<file path="src/rtl/bps_pkg.sv">
package bps_pkg;

    typedef enum logic {
        LEG_HOLD = 1'b0,
        LEG_RUN  = 1'b1
    } leg_state_t;

    typedef struct packed {
        logic hs;
        logic ls;
    } gate_req_t;

    // Output routing: the high side needs normal switching and a healthy boot
    // supply; the low side follows the command, except in a held buck leg,
    // where only the recharge pulse may drive it.
    function automatic gate_req_t route_gates(
        input logic       boost,
        input leg_state_t state,
        input logic       pwm,
        input logic       uv_sync,
        input logic       pulse
    );
        gate_req_t g;
        g.hs = pwm && (state == LEG_RUN) && !uv_sync;
        if (!boost && state == LEG_HOLD)
            g.ls = pulse;
        else
            g.ls = !pwm;
        return g;
    endfunction

endpackage

</file>
<file path="src/rtl/bps_uv_sync.sv">
module bps_uv_sync #(
    parameter int unsigned STAGES = 2
) (
    input  logic clk,
    input  logic rst,
    input  logic d_async,
    output logic q_sync
);
    logic [STAGES-1:0] chain;

    generate
        for (genvar i = 0; i < STAGES; i++) begin : g_stage
            always_ff @(posedge clk) begin
                if (rst)
                    chain[i] <= 1'b1;   // assume a low supply until proven otherwise
                else if (i == 0)
                    chain[i] <= d_async;
                else
                    chain[i] <= chain[(i == 0) ? 0 : i-1];
            end
        end
    endgenerate

    assign q_sync = chain[STAGES-1];
endmodule

</file>
<file path="src/rtl/bps_pulse_timer.sv">
module bps_pulse_timer #(
    parameter int unsigned PULSE_CYC = 10
) (
    input  logic clk,
    input  logic rst,
    input  logic launch,
    output logic active
);
    localparam int unsigned CW = $clog2(PULSE_CYC + 1);
    localparam logic [CW-1:0] LOAD = CW'(PULSE_CYC);

    logic [CW-1:0] cnt;

    always_ff @(posedge clk) begin
        if (rst)
            cnt <= '0;
        else if (launch)
            cnt <= LOAD;
        else if (cnt != '0)
            cnt <= cnt - 1'b1;
    end

    assign active = (cnt != '0);

    // The pulse ends on its own once the last count has run out.
    assert_pulse_ends_R3: assert property (@(posedge clk) disable iff (rst)
        (cnt == CW'(1) && !launch) |=> !active);

    // A launch always yields a pulse in the next cycle.
    assert_pulse_starts_R3: assert property (@(posedge clk) disable iff (rst)
        launch |=> active);
endmodule

</file>
<file path="src/rtl/bps_leg_fsm.sv">
module bps_leg_fsm
    import bps_pkg::*;
(
    input  logic       clk,
    input  logic       rst,
    input  logic       strobe,
    input  logic       uv_sync,
    output leg_state_t state
);
    always_ff @(posedge clk) begin
        if (rst)
            state <= LEG_HOLD;
        else begin
            case (state)
                LEG_HOLD: if (strobe && !uv_sync) state <= LEG_RUN;
                LEG_RUN:  if (uv_sync)            state <= LEG_HOLD;
                default:                          state <= LEG_HOLD;
            endcase
        end
    end

    // A held leg leaves only at a strobe with the supply restored.
    assert_hold_until_strobe_R5: assert property (@(posedge clk) disable iff (rst)
        (state == LEG_HOLD && !(strobe && !uv_sync)) |=> (state == LEG_HOLD));

    // Undervoltage during normal switching drops back to holding.
    assert_uv_reenters_hold_R6: assert property (@(posedge clk) disable iff (rst)
        (state == LEG_RUN && uv_sync) |=> (state == LEG_HOLD));
endmodule

</file>
<file path="src/rtl/boot_precharge_seq.sv">
module boot_precharge_seq
    import bps_pkg::*;
#(
    parameter int unsigned PULSE_CYC   = 10,
    parameter int unsigned SYNC_STAGES = 2
) (
    input  logic clk,
    input  logic rst,
    input  logic pwm_cmd,
    input  logic period_start,
    input  logic boost_mode,
    input  logic boot_uv_raw,
    output logic hs_req,
    output logic ls_req
);
    logic       uv_sync;
    logic       pulse_on;
    logic       pulse_launch;
    leg_state_t leg_state;
    gate_req_t  gates;

    bps_uv_sync #(.STAGES(SYNC_STAGES)) u_sync (
        .clk     (clk),
        .rst     (rst),
        .d_async (boot_uv_raw),
        .q_sync  (uv_sync)
    );

    bps_leg_fsm u_fsm (
        .clk     (clk),
        .rst     (rst),
        .strobe  (period_start),
        .uv_sync (uv_sync),
        .state   (leg_state)
    );

    // Recharge pulses only in a held buck leg whose supply is still low.
    assign pulse_launch = !boost_mode && (leg_state == LEG_HOLD)
                        && period_start && uv_sync;

    bps_pulse_timer #(.PULSE_CYC(PULSE_CYC)) u_pulse (
        .clk    (clk),
        .rst    (rst),
        .launch (pulse_launch),
        .active (pulse_on)
    );

    always_comb gates = route_gates(boost_mode, leg_state, pwm_cmd, uv_sync, pulse_on);

    assign hs_req = gates.hs;
    assign ls_req = gates.ls;

    assert_gates_exclusive_R8: assert property (@(posedge clk) disable iff (rst)
        !(hs_req && ls_req));

    assert_boost_no_pulse_R7: assert property (@(posedge clk) disable iff (rst)
        (boost_mode && pwm_cmd) |-> !ls_req);
endmodule

</file>
<file path="config.mk">
export PLATFORM = sky130hd
export DESIGN_NAME = boot_precharge_seq
export DESIGN_NICKNAME = d
export VERILOG_FILES = /design/src/rtl/bps_pkg.sv /design/src/rtl/bps_uv_sync.sv /design/src/rtl/bps_pulse_timer.sv /design/src/rtl/bps_leg_fsm.sv /design/src/rtl/boot_precharge_seq.sv
export SDC_FILE = /design/constraint.sdc
export NUM_CORES = 1
export LEC_CHECK = 0
export ABC_AREA = 1
export BUFFER_PORTS_ARGS = -buffer_cell sky130_fd_sc_hd__buf_2
export CORE_AREA = 5 5 42 44
export DETAILED_ROUTE_END_ITERATION = 8
export DIE_AREA = 0 0 47 49
export PLACE_DENSITY = 0.47
export SYNTH_ARGS = -nofsm -noshare
export SYNTH_HDL_FRONTEND = slang
export SYNTH_SLANG_ARGS = --single-unit
export TNS_END_PERCENT = 5
</file>
<file path="constraint.sdc">
create_clock -name clk -period 0.87 [get_ports clk]
set_input_delay 0.087 -clock clk [delete_from_list [all_inputs] [get_ports clk]]
set_output_delay 0.087 -clock clk [all_outputs]
set_load 0.1 [all_outputs]
</file>
# Word level (Yosys, flattened, before mapping)

Index checks and enable logic that the tools add are counted.

Register bits: 7
Bits in latches: 0
Bits in writable memories: 0
Memory bits (read-only): 0
Output and inout bits: 2
Memories: 0

Add/sub/neg operators: 1
Multipliers: 0
Div/mod/pow operators: 0
Order comparisons: 0
Eq/ne operators: 0
Shifts and indexed selects: 0
Mux-type cells: 6
Bitwise gates (word level): 1
Reductions and logical operators: 12

Operators with widths:

| cell                                             | count |
|---|---|
| 2-to-1 mux 4 bit                                 | 2 |
| logical AND 1 bit                                | 6 |
| nonzero test 4 bit                               | 1 |
| subtractor 4 x 1 -> 4 bit, second input constant | 1 |
| logical NOT 1 bit                                | 3 |
| 2-to-1 mux 1 bit                                 | 3 |
| case mux 1 bit (2 select lines)                  | 1 |
| nonzero test 2 bit                               | 1 |
| OR reduction 2 bit                               | 1 |
| NOT 1 bit                                        | 1 |

# Longest topological paths before layout

Gate-level depths: netlist (run 1).

Depth in word-level cells: 5
Mapped depth: 6

# Cells and area by module

Synthesis (run 1) repeated with hierarchy kept, for this count alone.

Cell total of the unflattened synthesis: 45
Area, all modules: 294.0 um^2

Modules (own cells, without submodules):

| module             | times used | cells each | area each (um^2) | sequential area each (um^2) |
|---|---|---|---|---|
| bps_pulse_timer    | 1          | 23         | 160.2            | 80.1 |
| bps_uv_sync        | 1          | 7          | 58.8             | 40.0 |
| bps_leg_fsm        | 1          | 6          | 38.8             | 20.0 |
| boot_precharge_seq | 1          | 9          | 36.3             | 0.0 |

# Worst setup path after synthesis (run 1)

OpenSTA, ideal clock, no wires.

Path kind: reg-to-output
Start point: reg u_fsm.state
End point: out ls_req
Arrival time: 1.772 ns
Data required time: 0.783 ns
Setup slack: -0.989 ns
Cell stages (with the launch flop): 3
Path through: dfxtp_1 > nor2_4 > o21ai_1

Cells in the longest elaborated chain, start to end: 3

RTL lines:

| element                | RTL line                 | source |
|---|---|---|
| from (decl)            | bps_leg_fsm.sv:8         | `output leg_state_t state` |
| from (signal assigned) | bps_leg_fsm.sv:12        | `state <= LEG_HOLD;` |
| from (signal assigned) | bps_leg_fsm.sv:15        | `LEG_HOLD: if (strobe && !uv_sync) state <= LEG_RUN;` |
| from (signal assigned) | bps_leg_fsm.sv:16        | `LEG_RUN: if (uv_sync) state <= LEG_HOLD;` |
| NOT 1 bit              | bps_pkg.sv:25            | `if (!boost && state == LEG_HOLD)` |
| logical AND 1 bit      | bps_pkg.sv:25            |  |
| 2-to-1 mux 1 bit       | bps_pkg.sv:25            |  |
| to (decl)              | boot_precharge_seq.sv:14 | `output logic ls_req` |

No other way between the ends.

# Final worst setup path (run 1)

Start point: reg u_pulse.cnt[3]
End point: out ls_req

Cells in the longest elaborated chain, start to end: 2

RTL lines:

| element                | RTL line              | source |
|---|---|---|
| from (decl)            | bps_pulse_timer.sv:12 | `logic [CW-1:0] cnt;` |
| from (signal assigned) | bps_pulse_timer.sv:20 | `cnt <= cnt - 1'b1;` |
| nonzero test 4 bit     | bps_pulse_timer.sv:23 | `assign active = (cnt != '0);` |
| 2-to-1 mux 1 bit       | bps_pkg.sv:25         |  |

No other way between the ends.

==> key figures, run 1 <==
Status
  – Outcome: finished, violations left
  – Failing checks: setup timing

Floorplan
  – Initial Util: 0.2125
  – Die extent in y: 49 microns
  – Die area: 0.002303 sq mm
  – Core area: 0.001401 sq mm
  – Die X: 47 microns
  – IO Count: 8
  – Row count: 14

Min path
  – Min-Delay Startpoint: boot_uv_raw
  – Hold Path Stages: 2
  – Hold Path Class: input port to register
  – Hold EP: u_sync.chain[0]

Power and ir drop
  – VDD IR max: 0.0007773 V
  – Clock share of power: 0.271
  – Tot Pwr: 1.088 mW
  – Register share of total power: 0.360
  – Leakage: 0.2402 nW
  – Pwr dens: 2158 mW/mm^2
  – Switching Fraction: 0.3296
  – Combinational power share: 0.369
  – NetSw: 0.3588 mW
  – Pint: 0.7296 mW

Global route
  – First-pass GRT wire length: 945 microns
  – Initial antenna violation count: 0
  – Vias in the first global route: 245
  – Largest net degree at the start of global routing: 6
  – Grt total ovfl: 0
  – Total GRT Usage: 0.06144

Synthesis
  – Netlist cell types: 13
  – Avg Cell Area, Syn: 7.836 sq um
  – Netlist Area Pre-Place: 297.8 sq um
  – Top cell type's share of synthesized area: 0.4706
  – Syn nets: 44
  – Post-Syn Instances: 38
  – Synthesis Warnings: 0
  – Sequential area share after synthesis: 0.4706
  – Post-synth top area cell: dfxtp_1
  – Top post-synthesis cells by area: dfxtp_1 47%, nand2_1 11%, nor2_4 7.6%
  – Seq cells post-synth: 7

Clocking
  – Worst-path clk slew: 0.05 ns
  – Cts hold-fix bufs: 0
  – H-tree depth: 1
  – TritonCTS Buffers: 3
  – Worst skew pair latency: 0.25 ns
  – Clock sink count: 7
  – CTS root buffer: clkbuf_4
  – CTS tree: done
  – Worst-case clock buffer depth: 2

Placed design
  – GPL Wtd Cong: 0.7144
  – DP Wirelength: 440 microns
  – Post-Place Cell Area: 440.4 sq um
  – Port-buffer cells: 7

Final layout
  – Diode count: 0
  – Synth-to-Final Area Change: 69.33%
  – Share of layout cells above drive strength 1: 0.5536
  – Post-route cell area: 504.2 sq um
  – Nets@finish: 63

Routing
  – Routed wire length per instance: 8.222 microns
  – Via Count: 287
  – Antenna-violating nets left: 0
  – Drc violations: 0
  – WL final: 592 microns
  – Via-to-Cell Ratio: 3.986
  – Initial DRC count: 3
  – Pre-antenna DRT Iters: 3

Timing
  – Unrepaired setup endpoints after global routing: true
  – Max Fclk: 0.8710 GHz
  – Final Slew Violations: 0
  – Fin. Hold Viols: 0
  – # setup viols final: 6
  – PnR worst setup slack: -0.2781 ns
  – Post-layout minimum cycle time: 1.148 ns
  – Hold WS: 0.01495 ns
  – Slew @ Worst Pin: 0.1613 ns
  – Final period utilization: 1.320
  – Slew headroom: 0.8923
  – Clk_skew: 0.003905 ns

Setup path
  – CP arrival: 1.06 ns
  – Startpoint types: register
  – Crit path required time: 0.78 ns
  – Worst r2r src: u_fsm.state
  – RR Endpoint: u_pulse.cnt[1]
  – Setup slack, reg-to-reg: -0.10 ns
  – Worst Path Max Fanout: 2
  – Setup CP Type: register to primary output
  – CP endpoint kind: primary output
  – Reg2Reg Depth: 7

Run
  – Max-Cap Viols: 0
metal layers:
metal	track usage	wire length (microns)	vias up
met3	0.02214	53	4
met5	0	0	-
met1	0.08204	247	124
met4	0.06912	26	0
met2	0.06561	264	9
li1	-	-	150
final cells by class:
cell class | count | area (sq um)
clock buffers | 4 | 26.28
fillers | 149 | 897.1
inverters | 5 | 18.77
multi-input cells | 26 | 176.4
flip-flops and latches | 7 | 145.1
well taps | 16 | 20.02
repair buffers | 14 | 117.6
layout by cell type (no fill, tap or decap):
master | synthesis | final
nor2_4 | 2 | 4
or2_1 | 2 | 2
nand3_2 | 0 | 1
buf_2 | 0 | 5
nand2_4 | 1 | 1
a21oi_2 | 0 | 1
nand2_2 | 1 | 2
buf_12 | 0 | 2
nand2_1 | 9 | 8
nor2_1 | 5 | 3
dfxtp_2 | 0 | 4
clkbuf_1 | 0 | 1
clkbuf_4 | 0 | 3
nand3_1 | 2 | 1
xor2_1 | 1 | 1
buf_4 | 0 | 7
dfxtp_1 | 7 | 3
inv_1 | 5 | 5
o21ai_4 | 0 | 1
nor3_1 | 1 | 1
registers in the layout (all words and copies together), names as in the netlist:
register	count
u_sync.chain	1
u_fsm.state	1
u_sync.q_sync	1
u_pulse.cnt	4
worst max-delay path: stages, from the launching register on:
cell	delay, ns
dfxtp_2	0.33
nor2_4	0.11
nand2_2	0.07
nand2_2	0.08
o21ai_4	0.06
buf_12	0.16
repair_timing:
action                                  4_1_cts  5_1_grt
pin swaps                                     3        3
resized for setup                             4        4
buffers inserted                              1        1
endpoints found under the setup margin        5        6
worst max path at each step:
stage                              start      to  slack, ns  cells past startpoint
after floorplan              u_fsm.state  ls_req      -0.17                      2
after global placement    u_pulse.cnt[2]  ls_req      -0.07                      5
after detailed placement  u_pulse.cnt[2]  ls_req      -0.05                      5
after CTS                    u_fsm.state  ls_req      -0.30                      4
after global routing      u_pulse.cnt[2]  ls_req      -0.33                      5
final                     u_pulse.cnt[3]  ls_req      -0.28                      5
Yosys cell counts:
library cell / n
inv_1: 5
nand3_1: 2
nor2_4: 2
o21ai_1: 1
a21oi_1: 1
dfxtp_1: 7
or2_1: 2
xor2_1: 1
nand2_2: 1
nor3_1: 1
nand2_1: 9
nor2_1: 5
nand2_4: 1
power by group through the flow:
stage / registers [mW] / logic, mW / clock network (mW)
after detailed placement: 0.388 / 0.360 / 0
final: 0.392 / 0.402 / 0.295
after global routing: 0.395 / 0.436 / 0.326
after CTS: 0.384 / 0.382 / 0.304
after floorplan: 0.387 / 0.216 / 0
after global placement: 0.387 / 0.361 / 0
cell families after synthesis:
group,Yosys count,synth area share
buf+inv,5,0.06303
flops,7,0.4706
simple gates,23,0.4033
compound gates,2,0.03358
xor+xnor,1,0.02942
through the flow:
stage / util / std cells / setup slack (ns) / setup TNS [ns]
after floorplan: - / 38 / -0.1665 / -0.2815
after global placement: 0.3143 / 66 / -0.06730 / -0.1356
after detailed placement: 0.3143 / 66 / -0.05344 / -0.1016
after CTS: 0.3482 / 71 / -0.3049 / -0.9637
after global routing: 0.3598 / 72 / -0.3294 / -1.225
final: 0.3598 / 72 / -0.2781 / -0.8194
No activity file was read; power rests on OpenSTA's default activity.
==> run 2: changes to the inputs <==
Settings changed: CTS_BUF_LIST set to sky130_fd_sc_hd__clkbuf_8.
==> run 2 against run 1 <==
The flow still finishes with violations (setup timing). Sequential power about the same. Final area increased by 3.7%. Worst setup slack improved by 0.034 ns. Register-to-register slack about the same. Combinational power about the same. Clock power increased by 50%. Via count increased by 0.35%. First-iteration DRC count increased by 33%. Routed wire length decreased by 1.5%. Hold slack improved by 0.023 ns. Critical path depth unchanged. Non-clock buffer count unchanged. Critical endpoint unchanged. Largest power group is now the clock network.
==> key figures, run 2 (synthesis results as in run 1) <==
Routing
  – Routed wire length per instance: 8.097 microns
  – Met3 wire len: 67 microns
  – Initial DRC count: 4
  – DR top layer: met4
  – Pre-antenna DRT Iters: 4
  – Met1 WL: 250 microns
  – Antenna-violating nets left: 0
  – Via Count: 288
  – Drc violations: 0
  – Met2 wire length: 248 microns
  – WL final: 583 microns
  – Via-to-Cell Ratio: 4.000

Placed design
  – Post-Place Cell Area: 440.4 sq um
  – Port-buffer cells: 7
  – Pre-CTS setup slack: -0.05344 ns
  – GPL Wtd Cong: 0.7144
  – DP Wirelength: 440 microns

Setup path
  – Worst r2r src: u_fsm.state
  – Worst setup path start: u_pulse.cnt[0]
  – Critical-path cell list: nor2_4 > nand2_2 > nand2_2 > o21ai_4 > buf_12
  – Reg2Reg Depth: 7
  – CP top delay family: flip-flops
  – Crit path largest cell delay: 0.32 ns
  – Crit path required time: 0.78 ns
  – CP max stage cell: dfxtp_2
  – Worst Path Max Fanout: 2
  – Setup slack, reg-to-reg: -0.10 ns
  – CP bufs+invs: 1
  – RR Endpoint: u_pulse.cnt[1]
  – Setup crit end: ls_req
  – Most used cell, CP: nand2_2
  – Startpoint types: register
  – Setup CP Type: register to primary output
  – WP depth: 5
  – CP arrival: 1.03 ns
  – CP endpoint kind: primary output

Final layout
  – Diode count: 0
  – Synth-to-Final Area Change: 75.63%
  – Post-layout util: 0.3732
  – Most common cell after layout, fill and taps aside: nand2_1
  – Most frequent cells in the layout: 8 x nand2_1, 7 x buf_4, 6 x inv_1
  – Nets@finish: 63
  – Most flops, register: u_pulse.cnt
  – Post-route cell area: 523.0 sq um
  – Max FFs per register: 4
  – Share of layout cells above drive strength 1: 0.5536

Timing
  – # setup viols final: 6
  – Max Fclk: 0.8973 GHz
  – Slew @ Worst Pin: 0.1610 ns
  – Fin. Hold Viols: 0
  – Slew headroom: 0.8925
  – Post-layout minimum cycle time: 1.114 ns
  – PnR worst setup slack: -0.2445 ns
  – Unrepaired setup endpoints after global routing: true
  – Final period utilization: 1.281
  – Clk_skew: 0.001223 ns
  – Final Slew Violations: 0

Floorplan
  – Die extent in y: 49 microns
  – Core area: 0.001401 sq mm
  – IO Count: 8
  – Die X: 47 microns
  – Initial Util: 0.2125
  – Die area: 0.002303 sq mm
  – Row count: 14

Clocking
  – H-tree depth: 1
  – CTS root buffer: clkbuf_8
  – Clock sink count: 7
  – CTS tree: done
  – Cts hold-fix bufs: 0
  – Worst-case clock buffer depth: 2
  – Worst-path clk slew: 0.04 ns
  – Worst skew pair latency: 0.22 ns
  – TritonCTS Buffers: 3

Power and ir drop
  – VDD IR max: 0.001068 V
  – Leakage: 0.2522 nW
  – Pwr dens: 2367 mW/mm^2

Global route
  – First-pass GRT wire length: 903 microns
  – Largest net degree at the start of global routing: 6
  – Grt total ovfl: 0
  – Vias in the first global route: 236
  – Total GRT Usage: 0.05650
  – Initial antenna violation count: 0

Status
  – Failing checks: setup timing
  – Outcome: finished, violations left

Min path
  – Hold Path Class: input port to register

Run
  – Max-Cap Viols: 0
run 2: changes by cell type in the layout (fill, tap and decap cells not counted):
| cell | previous run | this run |
|---|---|---|
| clkbuf_1 | 1 | 0 |
| clkbuf_4 | 3 | 0 |
| clkbuf_8 | 0 | 3 |
| inv_1 | 5 | 6 |
run 2: area by class of cell:
cell class              instances  area, sq um
multi-input cells              26        176.4
repair buffers                 14        117.6
clock inverters                 1        3.754
clock buffers                   3        41.29
well taps                      16        20.02
flip-flops and latches          7        145.1
fillers                       149        878.3
inverters                       5        18.77
run 2: timing repair:
item	CTS	global route
buffers inserted	1	1
resized for setup	4	4
pin swaps	3	6
setup endpoints to repair	5	6
run 2: worst min path at each step:
stage,cells past startpoint,start,endpoint
floorplan,1,rst,u_pulse.cnt[3]
finish,2,boot_uv_raw,u_sync.chain[0]
detailed placement,2,boot_uv_raw,u_sync.chain[0]
global placement,2,boot_uv_raw,u_sync.chain[0]
global route,2,boot_uv_raw,u_sync.chain[0]
CTS,2,boot_uv_raw,u_sync.chain[0]
run 2: power by group:
group | switching (mW) | total, mW | leakage [nW] | internal, mW
clock network | 0.138 | 0.443 | 0.0269 | 0.305
logic | 0.208 | 0.402 | 0.166 | 0.194
registers | 0.0315 | 0.393 | 0.0592 | 0.362
total | 0.377 | 1.24 | 0.252 | 0.860
run 2: stage by stage:
step	power, mW	hold WS, ns	cells	setup TNS [ns]
6_report	1.238	0.03762	72	-0.7744
5_1_grt	1.300	0.05214	72	-1.148
4_1_cts	1.218	0.03501	71	-0.9024
3_5_place_dp	0.7480	0.2679	66	-0.1016
3_3_place_gp	0.7485	0.2649	66	-0.1356
2_1_floorplan	0.6028	0.1561	38	-0.2815
run 2: metal layers:
layer / track usage / vias to the layer above
li1: - / 149
met1: 0.07982 / 125
met2: 0.06561 / 12
met3: 0.02214 / 2
met4: 0.04147 / 0
met5: 0 / -
==> run 3: changes to the inputs <==
Settings changed: ABC_AREA 1 to 0, PLACE_DENSITY 0.47 to 0.45.
==> run 3 against run 2 <==
The flow still finishes with violations (setup timing). Die area is the same. Critical path depth shrank 1. Fmax shrank 12%. Clock skew grew 0.0038 ns. Via count shrank 3.5%. Power shrank 16%. Non-clock buffer count shrank 1. Register-to-register slack is essentially flat. Sequential power shrank 11%. Combinational power shrank 42%. Global-route usage grew 2.1 points. Routed wire length grew 26%. Critical path type unchanged. Critical endpoint unchanged.
==> key figures, run 3 <==
Setup path
  – Crit path largest cell delay: 0.32 ns
  – CP top delay family: flip-flops
  – Worst r2r src: u_pulse.cnt[2]
  – CP arrival: 1.19 ns
  – CP max stage cell: dfxtp_2
  – Startpoint types: register
  – RR Endpoint: u_pulse.cnt[3]
  – Crit path required time: 0.78 ns
  – Setup slack, reg-to-reg: -0.10 ns
  – Reg2Reg Depth: 3
  – Worst Path Max Fanout: 2
  – Critical-path cell list: nor4_2 > buf_4 > mux2i_4 > buf_12
  – CP endpoint kind: primary output
  – CP bufs+invs: 2
  – Setup CP Type: register to primary output

Synthesis
  – Top cell type's share of synthesized area: 0.4956
  – Post-synth top area cell: dfxtp_1
  – FFs w/ async S/R, synth: 0
  – Netlist cell types: 17
  – Top post-synthesis cells by area: dfxtp_1 50%, mux2i_1 7.1%, nor3_1 5.3%
  – Sequential area share after synthesis: 0.4956
  – Netlist Area Pre-Place: 282.8 sq um
  – Synthesis Warnings: 0
  – Seq cells post-synth: 7
  – Post-Syn Instances: 28
  – Predominant post-synthesis flop cell: dfxtp_1
  – Top cells by count, synth: 7 x dfxtp_1, 3 x nor3_1, 2 x mux2i_1, 2 x nor2_2, 2 x or2_2
  – Most numerous cell in the Yosys netlist: dfxtp_1
  – Syn nets: 34
  – Avg Cell Area, Syn: 10.10 sq um
  – Post-synth EDFFs: 0

Timing
  – Fin. Hold Viols: 0
  – Final period utilization: 1.464
  – Final Slew Violations: 0
  – TNS Setup: -0.8280 ns
  – Clk_skew: 0.005049 ns
  – Unrepaired setup endpoints after global routing: true
  – Max Fclk: 0.7852 GHz
  – # setup viols final: 5
  – Slew @ Worst Pin: 0.2293 ns
  – Post-layout minimum cycle time: 1.274 ns
  – Slew headroom: 0.8462
  – PnR worst setup slack: -0.4035 ns

Final layout
  – Most flops, register: u_pulse.cnt
  – Diode count: 0
  – Max FFs per register: 4
  – Most common cell after layout, fill and taps aside: buf_2
  – Post-route cell area: 514.2 sq um
  – Synth-to-Final Area Change: 81.86%
  – Most frequent cells in the layout: 5 x buf_2, 4 x dfxtp_1, 3 x clkbuf_8, 3 x buf_4, 3 x buf_6
  – Fillcell total: 149
  – Share of layout cells above drive strength 1: 0.6667
  – Post-layout util: 0.3670
  – Nets@finish: 52

Clocking
  – Worst-case clock buffer depth: 2
  – CTS root buffer: clkbuf_8
  – Cts hold-fix bufs: 0
  – H-tree depth: 1
  – Worst-path clk slew: 0.04 ns
  – CTS tree: done
  – Clock sink count: 7
  – TritonCTS Buffers: 3
  – Worst skew pair latency: 0.23 ns

Global route
  – Grt total ovfl: 0
  – Initial antenna violation count: 0
  – Total GRT Usage: 0.07752
  – Vias in the first global route: 293
  – Largest net degree at the start of global routing: 8
  – First-pass GRT wire length: 1207 microns

Status
  – Outcome: finished, violations left
  – Failing checks: setup timing

Power and ir drop
  – VDD IR max: 0.0008864 V
  – Leakage: 0.2139 nW
  – Pwr dens: 2017 mW/mm^2

Floorplan
  – Row count: 14
  – Core area: 0.001401 sq mm
  – IO Count: 8
  – Die area: 0.002303 sq mm
  – Initial Util: 0.2018
  – Die extent in y: 49 microns
  – Die X: 47 microns

Routing
  – Antenna-violating nets left: 0
  – Initial DRC count: 1
  – Via-to-Cell Ratio: 4.557
  – WL final: 733 microns
  – Routed wire length per instance: 12.02 microns
  – Via Count: 278
  – Drc violations: 0
  – Pre-antenna DRT Iters: 3

Placed design
  – Pre-CTS setup slack: -0.2028 ns
  – GPL Wtd Cong: 0.7518
  – Port-buffer cells: 7
  – Post-Place Cell Area: 430.4 sq um

Min path
  – Min-Delay Startpoint: boot_uv_raw
  – Hold Path Class: input port to register
  – Hold EP: u_sync.chain[0]
  – Hold Path Stages: 2

Run
  – Max-Cap Viols: 0
[run 3: changes by cell type in the layout (fill, tap and decap cells not counted), moves of 3 or more]
cell | before | now
buf_4 | 7 | 3
buf_6 | 0 | 3
inv_1 | 6 | 1
nand2_1 | 8 | 1
[run 3: worst max path at each step]
| stage | slack [ns] | endpoint | startpoint | cells after the start |
|---|---|---|---|---|
| after floorplan | -0.36 | ls_req | u_fsm.state | 2 |
| final | -0.40 | ls_req | u_pulse.cnt[2] | 4 |
| after detailed placement | -0.20 | ls_req | u_pulse.cnt[2] | 4 |
| after global placement | -0.17 | ls_req | u_pulse.cnt[2] | 4 |
| after global routing | -0.48 | ls_req | u_pulse.cnt[2] | 4 |
| after CTS | -0.42 | ls_req | u_pulse.cnt[2] | 4 |
[run 3: worst reg2reg max path, cell delays in order (launching register included)]
cell and delay (ns):
dfxtp_2 0.32, buf_4 0.15, o31ai_2 0.28, a21oi_1 0.11
[run 3: area by class of cell]
| type | count | area [sq um] | area share |
|---|---|---|---|
| Multi-Input combinational cell | 21 | 181.4 | 0.3528 |
| Tap cell | 16 | 20.02 | 0.03893 |
| Clock inverter | 1 | 3.754 | 0.007299 |
| Clock buffer | 3 | 41.29 | 0.08029 |
| Sequential cell | 7 | 146.4 | 0.2847 |
| Timing Repair Buffer | 13 | 121.4 | 0.2360 |
[run 3: logic make-up after synthesis]
family	count (synthesis)	synth area share
compound gates	4	0.08406
flops	7	0.4956
mux	2	0.07080
simple gates	15	0.3495
[run 3: power by group]
| group | switching (mW) | internal, mW | leakage [nW] |
|---|---|---|---|
| combinational | 0.121 | 0.112 | 0.128 |
| clock | 0.148 | 0.306 | 0.0269 |
| sequential | 0.0128 | 0.338 | 0.0591 |
| total | 0.282 | 0.755 | 0.214 |
[run 3: per-layer routing]
metal | vias to the layer above | share of wire | global-route usage
met5 | - | 0 | 0
met4 | 0 | 0.063 | 0.09677
met3 | 4 | 0.071 | 0.02583
met2 | 9 | 0.47 | 0.1176
met1 | 128 | 0.40 | 0.06608
li1 | 137 | - | -
[run 3: metrics by stage]
| stage | instances | hold WS (ns) | total power [mW] |
|---|---|---|---|
| floorplan | 28 | 0.1561 | 0.4749 |
| global placement | 57 | 0.2717 | 0.5619 |
| detailed placement | 57 | 0.2741 | 0.5664 |
| CTS | 61 | 0.03703 | 1.051 |
| global route | 61 | 0.04084 | 1.090 |
| finish | 61 | 0.03999 | 1.037 |
[run 3: repair_timing]
action                     4_1_cts  5_1_grt
resized for setup               10        2
setup buffers                    0        0
setup endpoints to repair        6        6
gates cloned                     0        0
pin swaps                        2        0
